## config.mk

```make
export PLATFORM = sky130hd
export DESIGN_NAME = nested_irq_ctrl
export DESIGN_NICKNAME = d
export VERILOG_FILES = /design/src/rtl/nirq_pkg.sv /design/src/rtl/nirq_ext_in.sv /design/src/rtl/nirq_arb.sv /design/src/rtl/nirq_lvl.sv /design/src/rtl/nested_irq_ctrl.sv
export SDC_FILE = /design/constraint.sdc
export NUM_CORES = 1
export LEC_CHECK = 0
export BUFFER_PORTS_ARGS = -buffer_cell sky130_fd_sc_hd__clkbuf_2
export CORE_MARGIN = 10
export CORE_UTILIZATION = 45
export CTS_BUF_LIST = sky130_fd_sc_hd__clkbuf_8
export DETAILED_ROUTE_END_ITERATION = 6
export MAX_ROUTING_LAYER = met4
export PLACE_DENSITY = 0.76
export SKIP_LAST_GASP = 1
export SLEW_MARGIN = 0
export SYNTH_ARGS = -nofsm -noshare
export SYNTH_HDL_FRONTEND = slang
export SYNTH_SLANG_ARGS = --single-unit
```

## constraint.sdc

```tcl
create_clock -name clk -period 1.5 [get_ports clk]
set_input_delay 0.075 -clock clk [delete_from_list [all_inputs] [get_ports clk]]
set_output_delay 0.075 -clock clk [all_outputs]
set_load 0.02 [all_outputs]
```

## src/rtl/nirq_pkg.sv

```systemverilog
package nirq_pkg;
  localparam int SRC_N  = 5;
  localparam int EXT_N  = 2;
  localparam int IDX_W  = $clog2(SRC_N);
  localparam int SRC_EXT0 = 0;
  localparam int SRC_TMR0 = 1;
  localparam int SRC_EXT1 = 2;
  localparam int SRC_TMR1 = 3;
  localparam int SRC_SER  = 4;
  localparam logic [1:0] LVL_IDLE = 2'b00;
  localparam logic [1:0] LVL_LOW  = 2'b01;
  localparam logic [1:0] LVL_HIGH = 2'b11;
endpackage

```

## src/rtl/nirq_ext_in.sv

```systemverilog
module nirq_ext_in #(
  parameter int NPIN        = 2,
  parameter int SYNC_STAGES = 2
) (
  input  logic            clk,
  input  logic            rst,
  input  logic [NPIN-1:0] pin_n,
  input  logic [NPIN-1:0] mode,
  input  logic [NPIN-1:0] clr,
  output logic [NPIN-1:0] pend_o
);
  for (genvar p = 0; p < NPIN; p++) begin : g_pin
    logic [SYNC_STAGES-1:0] sh;
    logic                   prev;
    logic                   flag;
    logic                   sync_n;
    logic                   fall;

    always_ff @(posedge clk) begin
      if (rst) sh <= '1;
      else     sh <= {sh[SYNC_STAGES-2:0], pin_n[p]};
    end
    assign sync_n = sh[SYNC_STAGES-1];

    always_ff @(posedge clk) begin
      if (rst) prev <= 1'b1;
      else     prev <= sync_n;
    end
    assign fall = prev & ~sync_n;

    // level mode tracks the pin, edge mode holds until cleared by acknowledge
    always_ff @(posedge clk) begin
      if (rst)          flag <= 1'b0;
      else if (fall)    flag <= 1'b1;
      else if (!mode[p]) flag <= flag & ~sync_n;
      else if (clr[p])  flag <= 1'b0;
    end
    assign pend_o[p] = flag;
  end
endmodule

```

## src/rtl/nirq_arb.sv

```systemverilog
module nirq_arb
  import nirq_pkg::*;
#(
  parameter int N  = SRC_N,
  parameter int IW = IDX_W
) (
  input  logic [N-1:0]  elig,
  input  logic [N-1:0]  prio,
  input  logic [1:0]    lvl,
  output logic          valid,
  output logic [IW-1:0] idx
);
  logic          hi_hit, lo_hit;
  logic [IW-1:0] hi_idx, lo_idx;

  always_comb begin
    hi_hit = 1'b0; hi_idx = '0;
    lo_hit = 1'b0; lo_idx = '0;
    for (int i = N - 1; i >= 0; i--) begin
      if (elig[i] && prio[i]) begin
        hi_hit = 1'b1; hi_idx = IW'(i);
      end
      if (elig[i] && !prio[i]) begin
        lo_hit = 1'b1; lo_idx = IW'(i);
      end
    end
  end

  always_comb begin
    valid = 1'b0;
    idx   = '0;
    case (lvl)
      LVL_IDLE: begin
        if (hi_hit)      begin valid = 1'b1; idx = hi_idx; end
        else if (lo_hit) begin valid = 1'b1; idx = lo_idx; end
      end
      LVL_LOW: begin
        if (hi_hit) begin valid = 1'b1; idx = hi_idx; end
      end
      default: ;
    endcase
  end
endmodule

```

## src/rtl/nirq_lvl.sv

```systemverilog
module nirq_lvl
  import nirq_pkg::*;
(
  input  logic       clk,
  input  logic       rst,
  input  logic       ack,
  input  logic       ack_high,
  input  logic       reti,
  output logic [1:0] lvl_o,
  output logic [1:0] saved_o
);
  always_ff @(posedge clk) begin
    if (rst) begin
      lvl_o   <= LVL_IDLE;
      saved_o <= LVL_IDLE;
    end else if (ack) begin
      saved_o <= lvl_o;
      lvl_o   <= ack_high ? LVL_HIGH : LVL_LOW;
    end else if (reti) begin
      lvl_o   <= saved_o;
      saved_o <= LVL_IDLE;
    end
  end
endmodule

```

## src/rtl/nested_irq_ctrl.sv

```systemverilog
module nested_irq_ctrl
  import nirq_pkg::*;
#(
  parameter int SYNC_STAGES = 2
) (
  input  logic             clk,
  input  logic             rst,
  input  logic [EXT_N-1:0] ext_n_i,
  input  logic [EXT_N-1:0] ext_mode_i,
  input  logic [1:0]       tmr_ovf_i,
  input  logic             ser_tx_i,
  input  logic             ser_rx_i,
  input  logic             glb_en_i,
  input  logic [SRC_N-1:0] en_mask_i,
  input  logic [SRC_N-1:0] prio_i,
  input  logic             ack_i,
  input  logic             reti_i,
  output logic             req_o,
  output logic [IDX_W-1:0] req_idx_o,
  output logic [1:0]       lvl_o
);
  logic [EXT_N-1:0] ext_pend;
  logic [EXT_N-1:0] ext_clr;
  logic [SRC_N-1:0] pend_all;
  logic [SRC_N-1:0] elig;
  logic             win_valid;
  logic [IDX_W-1:0] win_idx;
  logic [1:0]       saved_lvl;
  logic             ack_high;

  assign ext_clr[0] = ack_i && (req_idx_o == IDX_W'(SRC_EXT0));
  assign ext_clr[1] = ack_i && (req_idx_o == IDX_W'(SRC_EXT1));

  nirq_ext_in #(.NPIN(EXT_N), .SYNC_STAGES(SYNC_STAGES)) u_ext (
    .clk    (clk),
    .rst    (rst),
    .pin_n  (ext_n_i),
    .mode   (ext_mode_i),
    .clr    (ext_clr),
    .pend_o (ext_pend)
  );

  always_comb begin
    pend_all           = '0;
    pend_all[SRC_EXT0] = ext_pend[0];
    pend_all[SRC_TMR0] = tmr_ovf_i[0];
    pend_all[SRC_EXT1] = ext_pend[1];
    pend_all[SRC_TMR1] = tmr_ovf_i[1];
    pend_all[SRC_SER]  = ser_tx_i | ser_rx_i;
  end

  assign elig = pend_all & en_mask_i & {SRC_N{glb_en_i}};

  nirq_arb #(.N(SRC_N), .IW(IDX_W)) u_arb (
    .elig  (elig),
    .prio  (prio_i),
    .lvl   (lvl_o),
    .valid (win_valid),
    .idx   (win_idx)
  );

  assign ack_high = prio_i[req_idx_o];

  nirq_lvl u_lvl (
    .clk      (clk),
    .rst      (rst),
    .ack      (ack_i),
    .ack_high (ack_high),
    .reti     (reti_i),
    .lvl_o    (lvl_o),
    .saved_o  (saved_lvl)
  );

  always_ff @(posedge clk) begin
    if (rst || ack_i || reti_i) begin
      req_o     <= 1'b0;
      req_idx_o <= '0;
    end else begin
      req_o     <= win_valid;
      req_idx_o <= win_valid ? win_idx : '0;
    end
  end
endmodule

```

# Word level (Yosys, flattened, before mapping)
# Index checks and enable logic that the tools add are counted.
[classes]
n_lt_le_gt_ge = 1
eq_ne = 4
n_mux = 41
bitwise_logic = 10
n_reduce_logical = 23
[ops]
columns = ["op", "count"]
rows = [
  ["two-way mux 3 bit", 13],
  ["two-way mux 1 bit", 20],
  ["logical AND 1 bit", 12],
  ["AND 5 bit", 2],
  ["two-way mux 2 bit", 5],
  ["inequality test 3 x 1 -> 1 bit (second input constant)", 2],
  ["one-hot mux 3 bit (2 select lines)", 1],
  ["zero test 1 bit", 5],
  ["AND 1 bit", 4],
  ["less-than comparator 3 x 4 -> 1 bit (second input constant)", 1],
  ["binary-select mux 1 bit (select 3 bit)", 1],
  ["== test 3 x 2 -> 1 bit (second input constant)", 1],
  ["zero test 3 bit", 1],
  ["inverter 1 bit", 3],
  ["== test 2 x 1 -> 1 bit (second input constant)", 1],
  ["zero test 2 bit", 1],
  ["logical OR 1 bit", 2],
  ["one-hot mux 1 bit (2 select lines)", 1],
  ["nonzero test 2 bit", 1],
  ["OR reduction 2 bit", 1],
  ["bitwise OR 1 bit", 1],
]
[totals]
ff_bits = 16
in_bits = 23
elab_cells = 89

# Depth between registers and ports, before layout
# Gate-level depths: netlist of the first run.
[depth]
depth_word = 14
mapped_depth = 5
depth_no_buf = 4

# Modules after synthesis
# From an unflattened synthesis of the first run, not the netlist that was laid out.
[hier_totals]
hier_cells = 89
area_unflattened_um2 = 810.8
[modules_own_cells]
columns = ["mod", "instances", "cells_per_inst", "area_per_inst_um2", "seq_area_each_um2"]
rows = [
  ["nirq_ext_in", 1, 23, 264.0, 160.2],
  ["nested_irq_ctrl", 1, 22, 221.5, 80.1],
  ["nirq_arb", 1, 28, 165.2, 0.0],
  ["nirq_lvl", 1, 16, 160.2, 80.1],
]

# Worst setup path after synthesis of the first run
# OpenSTA, ideal clock, no wires.
[synth_path]
kind = "flip-flop to flip-flop"
from = "reg u_lvl.lvl_o[1]"
to = "reg req_idx_o[0]"
setup_time_ns = 0.086
t_arrival_ns = 1.389
path_slack_ns = 0.024
path_stages_with_launch = 4
n_path_buf = 0
period_less_slack_ns = 1.476
cell_sequence = "dfxtp_1 or4_4 a21o_1 a221oi_2"
[synth_via]
elab_chain_len = 4
elab_cells_between_ends = 6
cone_classes = "1 x eq/ne; 2 x mux; 1 x bitwise; 2 x reduce/logical"
[synth_lines]
columns = ["item", "line_no", "rtl"]
rows = [
  ["start, declared", "nirq_lvl.sv:9", "output logic [1:0] lvl_o,"],
  ["start signal, assigned", "nirq_lvl.sv:18", "lvl_o <= ack_high ? LVL_HIGH : LVL_LOW;"],
  ["start signal, assigned", "nirq_lvl.sv:20", "lvl_o <= saved_o;"],
  ["== test 2 x 1 -> 1 bit / zero test 2 bit (equally long branches)", "nirq_arb.sv:32", "case (lvl)"],
  ["one-hot mux 1 bit (2 select lines)", "nirq_arb.sv:32", ""],
  ["inverter 1 bit (no line)", "n/a", ""],
  ["OR reduction 2 bit (no line)", "n/a", ""],
  ["end signal, assigned", "nested_irq_ctrl.sv:80", "req_idx_o <= win_valid ? win_idx : '0;"],
  ["end, declared", "nested_irq_ctrl.sv:19", "output logic [IDX_W-1:0] req_idx_o,"],
]
# Parallel ways exist; a longest one is shown, timed or not.
# A chain may end at the register's enable or synchronous reset.

# Worst setup path after layout of the first run
# Same ends and word-level chain as after synthesis.

==> results.ini, run 1 <==
[yosys]
synth_top_flop_cell=dfxtp_1
synth_mux_area_share_pct=2.76
yosys.cell_types.count=36
yosysSeqAreaShare_pct=39.2
synth-xor-area-share_pct=0
synth_compound_area_share_pct=24.0
synth_fa_ha_area_share_pct=0
synth_nets=113
synth-simple-area-share_pct=29.4
synth_top_family_by_area=simple AND/OR/NAND/NOR gates
netlist_area_um2=817
yosysWarnings=0
synth_edf_count=0
syn_area_per_cell_um2=9.08
synth_cells=90
synth_seq_cells=16
synthArstFlopShare_pct=0

[sta]
fin_worst_skew_ns=0.00163
fin_crit_sh_pct=93.1
worst_slew_pin_slew_ns=0.380
fmax_mhz=716
slew_headroom_pct=74.6
fin_setup_tns_ns=0
setup_viol=0
min_period_ns=1.40
slew_viol_final=0
finalHoldViolations=0

[detailed_routing]
drt_wl_total_mm=2.15
detail-route-antenna-nets=0
post_drt_wl_per_cell_um=14.6
vias_per_cell=5.63
drt_iter0_drc=12
vias=828
route.detailed.drc=0
dr.pass1.iters=4

[floorplan]
die_h_um=62.6
fp.dieW_um=62.6
pin_count=29
rows=15
die_area_mm2=0.00392
core_area_mm2=0.00173
initial_core_util_pct=47.3

[critical_path]
cp.arrival_ns=1.56
r2r_end=req_idx_o[0]
worstPathRequired_ns=1.67
path_class=register to register
cpPeakStageDelay_ns=0.54
reg2reg_depth=3
crit_family=simple AND/OR/NAND/NOR gates
cp_max_fo=4
critPathCaptureType=register
crit_buf_inv=0
worst-path-stages=3
reg2reg_from=u_lvl.lvl_o[1]
timing.critical_path.slowest_stage_cell=or4_4
crit_path_start_kind=register
regToRegSetupSlack_ns=0.10
timing.critical_path.cells=or4_4 > a21o_1 > a221oi_2

[clock_network]
cts_tree=yes
numCtsBuffers=3
cts_max_path_buffers=2
clk_pin_slew_worst_paths_ns=0.06
clock-sinks=16
cts_root_buffer=clkbuf_8
htreeDepth=1
clock_latency_ns=0.25

[finish]
antennaDiodeCount=0
fin_util_pct=60.7
mostFrequentLayoutCell=clkbuf_2
layout_common_cells=clkbuf_2, dfxtp_1, nor2_1
drive_above_1_share_pct=39.3
area_growth_pct=28.3
fin_nets=146

[placed_design]
place.detailed.hpwl_mm=1.73
io_buffers=28
gp_congestion=0.878

[power]
vdd_drop_max_v=0.000819
p_leak_uw=0.000437
p_per_area_mw_per_mm2=920

[run]
maxCapViolCount=0

[global_route]
grt_pass1_vias=835
grt_max_degree=13
grtUsageTotal_pct=11.4
grt_first_pass_wirelength_mm=3.67
antenna_found_initial=0
grt.overflow.total=0

[min_path]
hold_end=u_ext.g_pin[0].sh[0]
min_path_type=input port to register
worstHoldStart=ext_n_i[0]
hold_path_depth=2

[run_status]
outcome=finished clean

synth_stat cells (2+ instances only):
master / count / share of area [%]
o211ai_1: 2 / 1.8
and4_1: 2 / 2.1
nor3_1: 2 / 1.2
nand3_1: 6 / 3.7
buf_6: 2 / 2.8
o21ai_0: 3 / 1.8
or2_2: 6 / 4.6
nand2b_1: 3 / 2.3
a22oi_1: 2 / 1.8
nor2b_1: 2 / 1.5
inv_1: 3 / 1.4
a21oi_1: 3 / 1.8
nand4_1: 3 / 2.3
dfxtp_1: 16 / 39
nor3b_1: 2 / 1.8
nor2_1: 12 / 5.5
a211oi_1: 2 / 1.8
power breakdown:
part / internal, uW / switching (uW)
Combinational: 64.9 / 73.5
Sequential: 441 / 10.3
Clock: 233 / 142
Total: 738 / 226
final cells by class:
class / count / area (um^2)
Clock buffer: 4 / 55.1
Fill cell: 150 / 678
Inverter: 3 / 11.3
Multi-Input combinational cell: 68 / 468
Sequential cell: 16 / 320
Tap cell: 25 / 31.3
Timing Repair Buffer: 31 / 163
routing by layer:
layer	GRT usage [%]	wire [um]	up-vias	share of wire [%]
met3	3.94	132	2	6.1
met5	-	0	-	0
li1	-	-	409	-
met2	18.7	1050	32	49
met4	3.63	10	0	0.46
met1	12.8	960	385	45
worst register-to-register path: stages (launching register included):
cell and delay (ns):
dfxtp_1 0.31, or4_4 0.54, a21o_1 0.22, a221oi_2 0.25
cell families (layout without fill, tap and decap cells):
family                 Yosys count  in the layout
and+or+nand+nor                 42             42
DFF                             16             16
buffers and inverters            6             38
muxes                            1              1
AOI/OAI and AO/OA               25             25
worst max path at each step:
stage	slack (ns)	end	start
after detailed placement	0.007	req_idx_o[2]	u_ext.g_pin[0].flag
final	0.10	req_idx_o[0]	u_lvl.lvl_o[1]
after CTS	0.07	req_idx_o[2]	u_ext.g_pin[0].flag
after global routing	-0.006	req_idx_o[2]	u_ext.g_pin[0].flag
after global placement	0.12	req_idx_o[2]	u_ext.g_pin[0].flag
after floorplan	0.02	req_idx_o[0]	u_lvl.lvl_o[1]
through the flow:
stage               cell area [um^2]  setup slack, ns  hold slack, ns  instances  total power (uW)
CTS                             1040           0.0693        0.000510        147               970
global placement                 985            0.116           0.258        143               588
floorplan                        817           0.0244           0.179         90               532
global route                    1050         -0.00602         0.00275        147              1010
finish                          1050            0.104         0.00491        147               964
detailed placement               985          0.00680           0.259        143               593
state kept, by name, indices dropped and copies added (netlist names):
register / flops
u_ext.g_pin.sh: 4
u_ext.g_pin.prev: 2
req_o: 1
u_lvl.lvl_o: 2
u_lvl.saved_o: 2
req_idx_o: 3
u_ext.g_pin.flag: 2
timing repair:
| action | in CTS | in global routing |
|---|---|---|
| endpoints found under the setup margin | 1 | 3 |
| pin swaps | 0 | 0 |
| setup buffers | 0 | 0 |
| gates resized for setup | 1 | 2 |
| hold buffers | 0 | 0 |
(Power assumes the default switching activity.)
==> run 2, diff against run 1 <==
==> constraint.sdc (replaced) <==
create_clock -name clk -period 1.5 [get_ports clk]
set_input_delay 0.3 -clock clk [delete_from_list [all_inputs] [get_ports clk]]
set_output_delay 0.3 -clock clk [all_outputs]
set_load 0.02 [all_outputs]
==> run 2 against run 1 <==
  * First-iteration DRC count up 130%
  * Clock skew fell by 0.00092 ns
  * Worst hold slack gained 0.23 ns
  * Sequential power hardly changed
  * Critical path depth is 1 higher
  * Non-clock buffer count rose by 6
  * Critical path type unchanged
  * Utilization rose by 2.6 points
  * Global-route usage rose by 0.49 points
  * Cell count up 3.4%
  * Clock-buffer cell count shrank 1
  * Die area unchanged
==> results.ini, run 2 (synthesized netlist as in run 1, its figures left out) <==
[floorplan]
rows=15  ; unchanged
core_area_mm2=0.00173  ; unchanged
initial_core_util_pct=47.3  ; unchanged
die_area_mm2=0.00392  ; unchanged
pin_count=29  ; unchanged
fp.dieW_um=62.6  ; unchanged
die_h_um=62.6  ; unchanged

[power]
intPower_uw=692  ; was 738 uW
p_switching_uw=225  ; was 226 uW
p_per_area_mw_per_mm2=839  ; was 920 mW/mm^2
p_leak_uw=0.000459  ; was 0.000437 uW
vdd_drop_max_v=0.000655  ; was 0.000819 V
comb_power_share_pct=16.6  ; was 14.4%
swShare_pct=24.5  ; was 23.4%
power_frac_seq_pct=49.3  ; was 46.8%
clkPwrFrac_pct=34.2  ; was 38.9%

[global_route]
grtUsageTotal_pct=11.9  ; was 11.4%
grt_max_degree=13  ; unchanged
use_met2_pct=19.5  ; was 18.7%
grt_pass1_vias=870  ; was 835
grt_use_met3_pct=4.84  ; was 3.94%
grt.overflow.total=0  ; unchanged
grt_first_pass_wirelength_mm=3.83  ; was 3.67 mm
grt_use_met1_pct=13.2  ; was 12.8%
antenna_found_initial=0  ; unchanged
busiest_layer=met2  ; unchanged

[critical_path]
crit_path_start_kind=register  ; unchanged
critPathCaptureType=register  ; unchanged
worstPathRequired_ns=1.65  ; was 1.67 ns
cp_max_fo=4  ; unchanged
path_class=register to register  ; unchanged
cp.arrival_ns=1.53  ; was 1.56 ns

[finish]
top_regs=u_ext.g_pin.sh: 4 flops, req_idx_o: 3 flops  ; unchanged
fin_nets=152  ; was 146
layout_common_cells=clkbuf_2, dfxtp_1, nor2_1  ; unchanged
largest_reg_flops=4  ; unchanged
instances_no_fill=152  ; was 147
mostFrequentLayoutCell=clkbuf_2  ; unchanged
antennaDiodeCount=0  ; unchanged
drive_above_1_share_pct=41.7  ; was 39.3%
top_register=u_ext.g_pin.sh  ; unchanged
area_growth_pct=33.8  ; was 28.3%
fillers=167  ; was 150

[placed_design]
dp_slack_ns=-0.148  ; was 0.00680 ns
io_buffers=28  ; unchanged
placed_cells=149  ; was 143
gp_congestion=0.892  ; was 0.878
place.detailed.hpwl_mm=1.94  ; was 1.73 mm

[min_path]
min_path_type=input port to register  ; unchanged

[sta]
fin_ws_ns=0.122  ; was 0.104 ns
slew_viol_final=0  ; unchanged
worst_slew_pin_slew_ns=0.404  ; was 0.380 ns
rsz0062_at_grt=yes
fmax_mhz=725  ; was 716 MHz
fin_crit_sh_pct=91.9  ; was 93.1%
slew_headroom_pct=72.8  ; was 74.6%
finalHoldViolations=0  ; unchanged
fin_setup_tns_ns=0  ; unchanged
holdWs_ns=0.235  ; was 0.00491 ns
setup_viol=0  ; unchanged
fin_worst_skew_ns=0.000707  ; was 0.00163 ns
min_period_ns=1.38  ; was 1.40 ns

[detailed_routing]
drt_iter0_drc=27  ; was 12
route.detailed.drc=0  ; unchanged
post_drt_wl_per_cell_um=15.4  ; was 14.6 um
detail-route-antenna-nets=0  ; unchanged
vias=843  ; was 828
vias_per_cell=5.55  ; was 5.63
drt_wl_total_mm=2.34  ; was 2.15 mm
dr.pass1.iters=4  ; unchanged

[clock_network]
cts_tree=yes  ; unchanged
htreeDepth=1  ; unchanged
numCtsBuffers=3  ; unchanged
clk_pin_slew_worst_paths_ns=0.06  ; about the same
cts_setup_buffers=0  ; unchanged
clock-sinks=16  ; unchanged
cts_root_buffer=clkbuf_8  ; unchanged
clock_latency_ns=0.24  ; was 0.25 ns
hold_buffers=0  ; unchanged
cts_max_path_buffers=2  ; unchanged

[run_status]
outcome=finished clean  ; unchanged

[run]
maxCapViolCount=0  ; unchanged

[run 2: power by group through the flow]
stage                     Clock, uW  Sequential (uW)  Combinational [uW]
after CTS                       316              450                 146
final                           313              452                 152
after detailed placement          0              459                 144
after global routing            336              453                 167
after floorplan                   0              465                67.0
after global placement            0              459                 138
[run 2: critical path, cell delays in order, from the launching register on]
cell and delay, ns:
dfxtp_1 0.32, or4_4 0.44, nor2_4 0.14, o31ai_4 0.10
a221oi_2 0.29
[run 2: final timing paths]
path,slack [ns],startpoint,endpoint,depth (start not counted)
worst max-delay path,0.12,u_lvl.lvl_o[1],req_idx_o[0],4
worst min-delay path,0.23,ext_n_i[0],u_ext.g_pin[0].sh[0],2
worst max register to register,0.12,u_lvl.lvl_o[1],req_idx_o[0],4
worst min register to register,0.41,u_ext.g_pin[0].sh[0],u_ext.g_pin[0].sh[1],1
[run 2: layer usage]
layer  up-vias  wire length (um)
met2        28              1150
met5         -                 0
met4         0                 6
met3         2               140
met1       395              1040
li1        418                 -
[run 2: area by class of cell]
type | count | area, um^2 | share of cell area [%]
multi-input cells | 68 | 482 | 44.1
flip-flops and latches | 16 | 320 | 29.3
inverters | 3 | 11.3 | 1.03
well taps | 25 | 31.3 | 2.86
clock buffers | 3 | 41.3 | 3.78
repair buffers | 37 | 208 | 19.0
[run 2: repair_timing]
action	CTS	global route
pin swaps	0	3
hold endpoints to repair	0	0
endpoints found under the setup margin	2	3
resized for setup	1	4
[run 2: per-stage QoR]
step	utilization (%)	power [uW]	area, um^2
final	63.3	917	1090
after detailed placement	59.6	604	1030
after global routing	63.3	956	1090
after global placement	59.6	597	1030
after CTS	62.1	913	1070
after floorplan	-	532	817
==> run 3, diff against run 2 <==
- BUFFER_PORTS_ARGS: -buffer_cell sky130_fd_sc_hd__clkbuf_2 -> -buffer_cell sky130_fd_sc_hd__buf_2
- GPL_TIMING_DRIVEN: unset -> 0
- RECOVER_POWER: unset -> 50
==> run 3 against run 2 <==
  * Largest power group unchanged
  * Highest routed layer unchanged
  * Flip-flop and latch count unchanged
  * Register-to-register slack lost 0.04 ns
  * Clock-buffer cell count unchanged
  * Cell count fell by 4.6%
  * Utilization is 2.6 points lower
==> results.ini, run 3 (synthesized netlist as in run 1, its figures left out) <==
[run_status]
outcome=finished clean  ; unchanged

[critical_path]
crit_family=simple AND/OR/NAND/NOR gates  ; unchanged
timing.critical_path.slowest_stage_cell=or4_4  ; unchanged
timing.critical_path.cells=or4_4 > nor2_4 > o31ai_4 > a221oi_2  ; unchanged
cp.arrival_ns=1.57  ; was 1.53 ns
crit_path_start_kind=register  ; unchanged
cpPeakStageDelay_ns=0.44  ; about the same
path_class=register to register  ; unchanged
worstPathRequired_ns=1.66  ; was 1.65 ns
critPathCaptureType=register  ; unchanged
crit_buf_inv=0  ; unchanged
cp_max_fo=7  ; was 4

[finish]
drive_above_1_share_pct=36.7  ; was 41.7%
mostFrequentLayoutCell=buf_2  ; was clkbuf_2
largest_reg_flops=4  ; unchanged
final_cell_area_mm2=0.00105  ; was 0.00109 mm^2
fillers=161  ; was 167
antennaDiodeCount=0  ; unchanged
top_register=u_ext.g_pin.sh  ; unchanged
instances_no_fill=145  ; was 152
fin_util_pct=60.7  ; was 63.3%
area_growth_pct=28.3  ; was 33.8%
top_regs=u_ext.g_pin.sh: 4 flops, req_idx_o: 3 flops  ; unchanged
layout_common_cells=buf_2, dfxtp_1, nor2_1  ; was clkbuf_2, dfxtp_1, nor2_1
fin_nets=145  ; was 152

[detailed_routing]
detail-route-antenna-nets=0  ; unchanged
post_drt_wl_per_cell_um=13.8  ; was 15.4 um
vias=805  ; was 843
route.detailed.drc=0  ; unchanged
drt_iter0_drc=27  ; unchanged
vias_per_cell=5.55  ; about the same
drt_wl_total_mm=2.01  ; was 2.34 mm
dr.pass1.iters=4  ; unchanged

[global_route]
grt_first_pass_wirelength_mm=3.28  ; was 3.83 mm
grt_max_degree=11  ; was 13
grtUsageTotal_pct=10.4  ; was 11.9%
grt_pass1_vias=729  ; was 870
antenna_found_initial=0  ; unchanged
grt.overflow.total=0  ; unchanged

[sta]
fmax_mhz=706  ; was 725 MHz
min_period_ns=1.42  ; was 1.38 ns
rsz0062_at_grt=no  ; was yes
fin_crit_sh_pct=94.4  ; was 91.9%
slew_headroom_pct=75.7  ; was 72.8%
slew_viol_final=0  ; unchanged
worst_slew_pin_slew_ns=0.360  ; was 0.404 ns
finalHoldViolations=0  ; unchanged
holdWs_ns=0.234  ; was 0.235 ns
fin_worst_skew_ns=0.000563  ; was 0.000707 ns
setup_viol=0  ; unchanged

[power]
vdd_drop_max_v=0.000815  ; was 0.000655 V
p_leak_uw=0.000417  ; was 0.000459 uW
p_per_area_mw_per_mm2=854  ; was 839 mW/mm^2

[floorplan]
initial_core_util_pct=47.3  ; unchanged
rows=15  ; unchanged
core_area_mm2=0.00173  ; unchanged
die_h_um=62.6  ; unchanged
die_area_mm2=0.00392  ; unchanged
fp.dieW_um=62.6  ; unchanged
pin_count=29  ; unchanged

[min_path]
min_path_type=input port to register  ; unchanged

[placed_design]
io_buffers=27  ; was 28
place.detailed.hpwl_mm=1.68  ; was 1.94 mm
placedInstanceArea_um2=983  ; was 0.00103 mm^2
placed_cells=142  ; was 149
gp_congestion=0.866  ; was 0.892

[clock_network]
cts_tree=yes  ; unchanged
cts_root_buffer=clkbuf_8  ; unchanged
clock_latency_ns=0.24  ; about the same
clock-sinks=16  ; unchanged
hold_buffers=0  ; unchanged
clk_pin_slew_worst_paths_ns=0.06  ; about the same
cts_max_path_buffers=2  ; unchanged
numCtsBuffers=3  ; unchanged
htreeDepth=1  ; unchanged

[run]
maxCapViolCount=0  ; unchanged

run 3: routing by layer:
layer / GRT usage [%] / up-vias / wire length (um)
met5: - / - / 0
met4: 3.07 / 0 / 14
met3: 4.30 / 2 / 137
met2: 15.6 / 31 / 920
met1: 12.3 / 366 / 934
li1: - / 406 / -
run 3: cell type report:
| type | instances | area, um^2 | area share (%) |
|---|---|---|---|
| Multi-Input combinational cell | 68 | 482 | 45.9 |
| Sequential cell | 16 | 324 | 30.9 |
| Tap cell | 25 | 31.3 | 2.98 |
| Clock buffer | 3 | 41.3 | 3.94 |
| Inverter | 3 | 11.3 | 1.07 |
| Buffer | 3 | 26.3 | 2.51 |
| Timing Repair Buffer | 27 | 133 | 12.6 |
run 3: worst paths after layout:
| path | from | endpoint | slack [ns] | cells past startpoint |
|---|---|---|---|---|
| min reg2reg | u_ext.g_pin[1].sh[0] | u_ext.g_pin[1].sh[1] | 0.41 | 1 |
| max reg2reg | u_lvl.lvl_o[1] | req_idx_o[0] | 0.08 | 4 |
| min | ext_n_i[0] | u_ext.g_pin[0].sh[0] | 0.23 | 2 |
| max | u_lvl.lvl_o[1] | req_idx_o[0] | 0.08 | 4 |
run 3: metrics by stage:
stage          setup slack (ns)  TNS, ns  total power [uW]
2_1_floorplan            0.0244        0               532
3_3_place_gp            -0.0771   -0.167               585
3_5_place_dp            -0.0988   -0.234               590
4_1_cts                  0.0247        0               904
5_1_grt                  0.0347        0               947
6_report                 0.0845        0               896
run 3: what timing repair did:
item | CTS | global route
resized for setup | 2 | 5
setup endpoints to repair | 1 | 3
buffers inserted | 0 | 0
pin swaps | 0 | 3
run 3: report_power, final:
group	internal (uW)	leakage [uW]	total, uW	switching [uW]
clock network	178	0.0000216	308	130
registers	440	0.000132	454	13.3
logic	64.6	0.000264	134	69.2
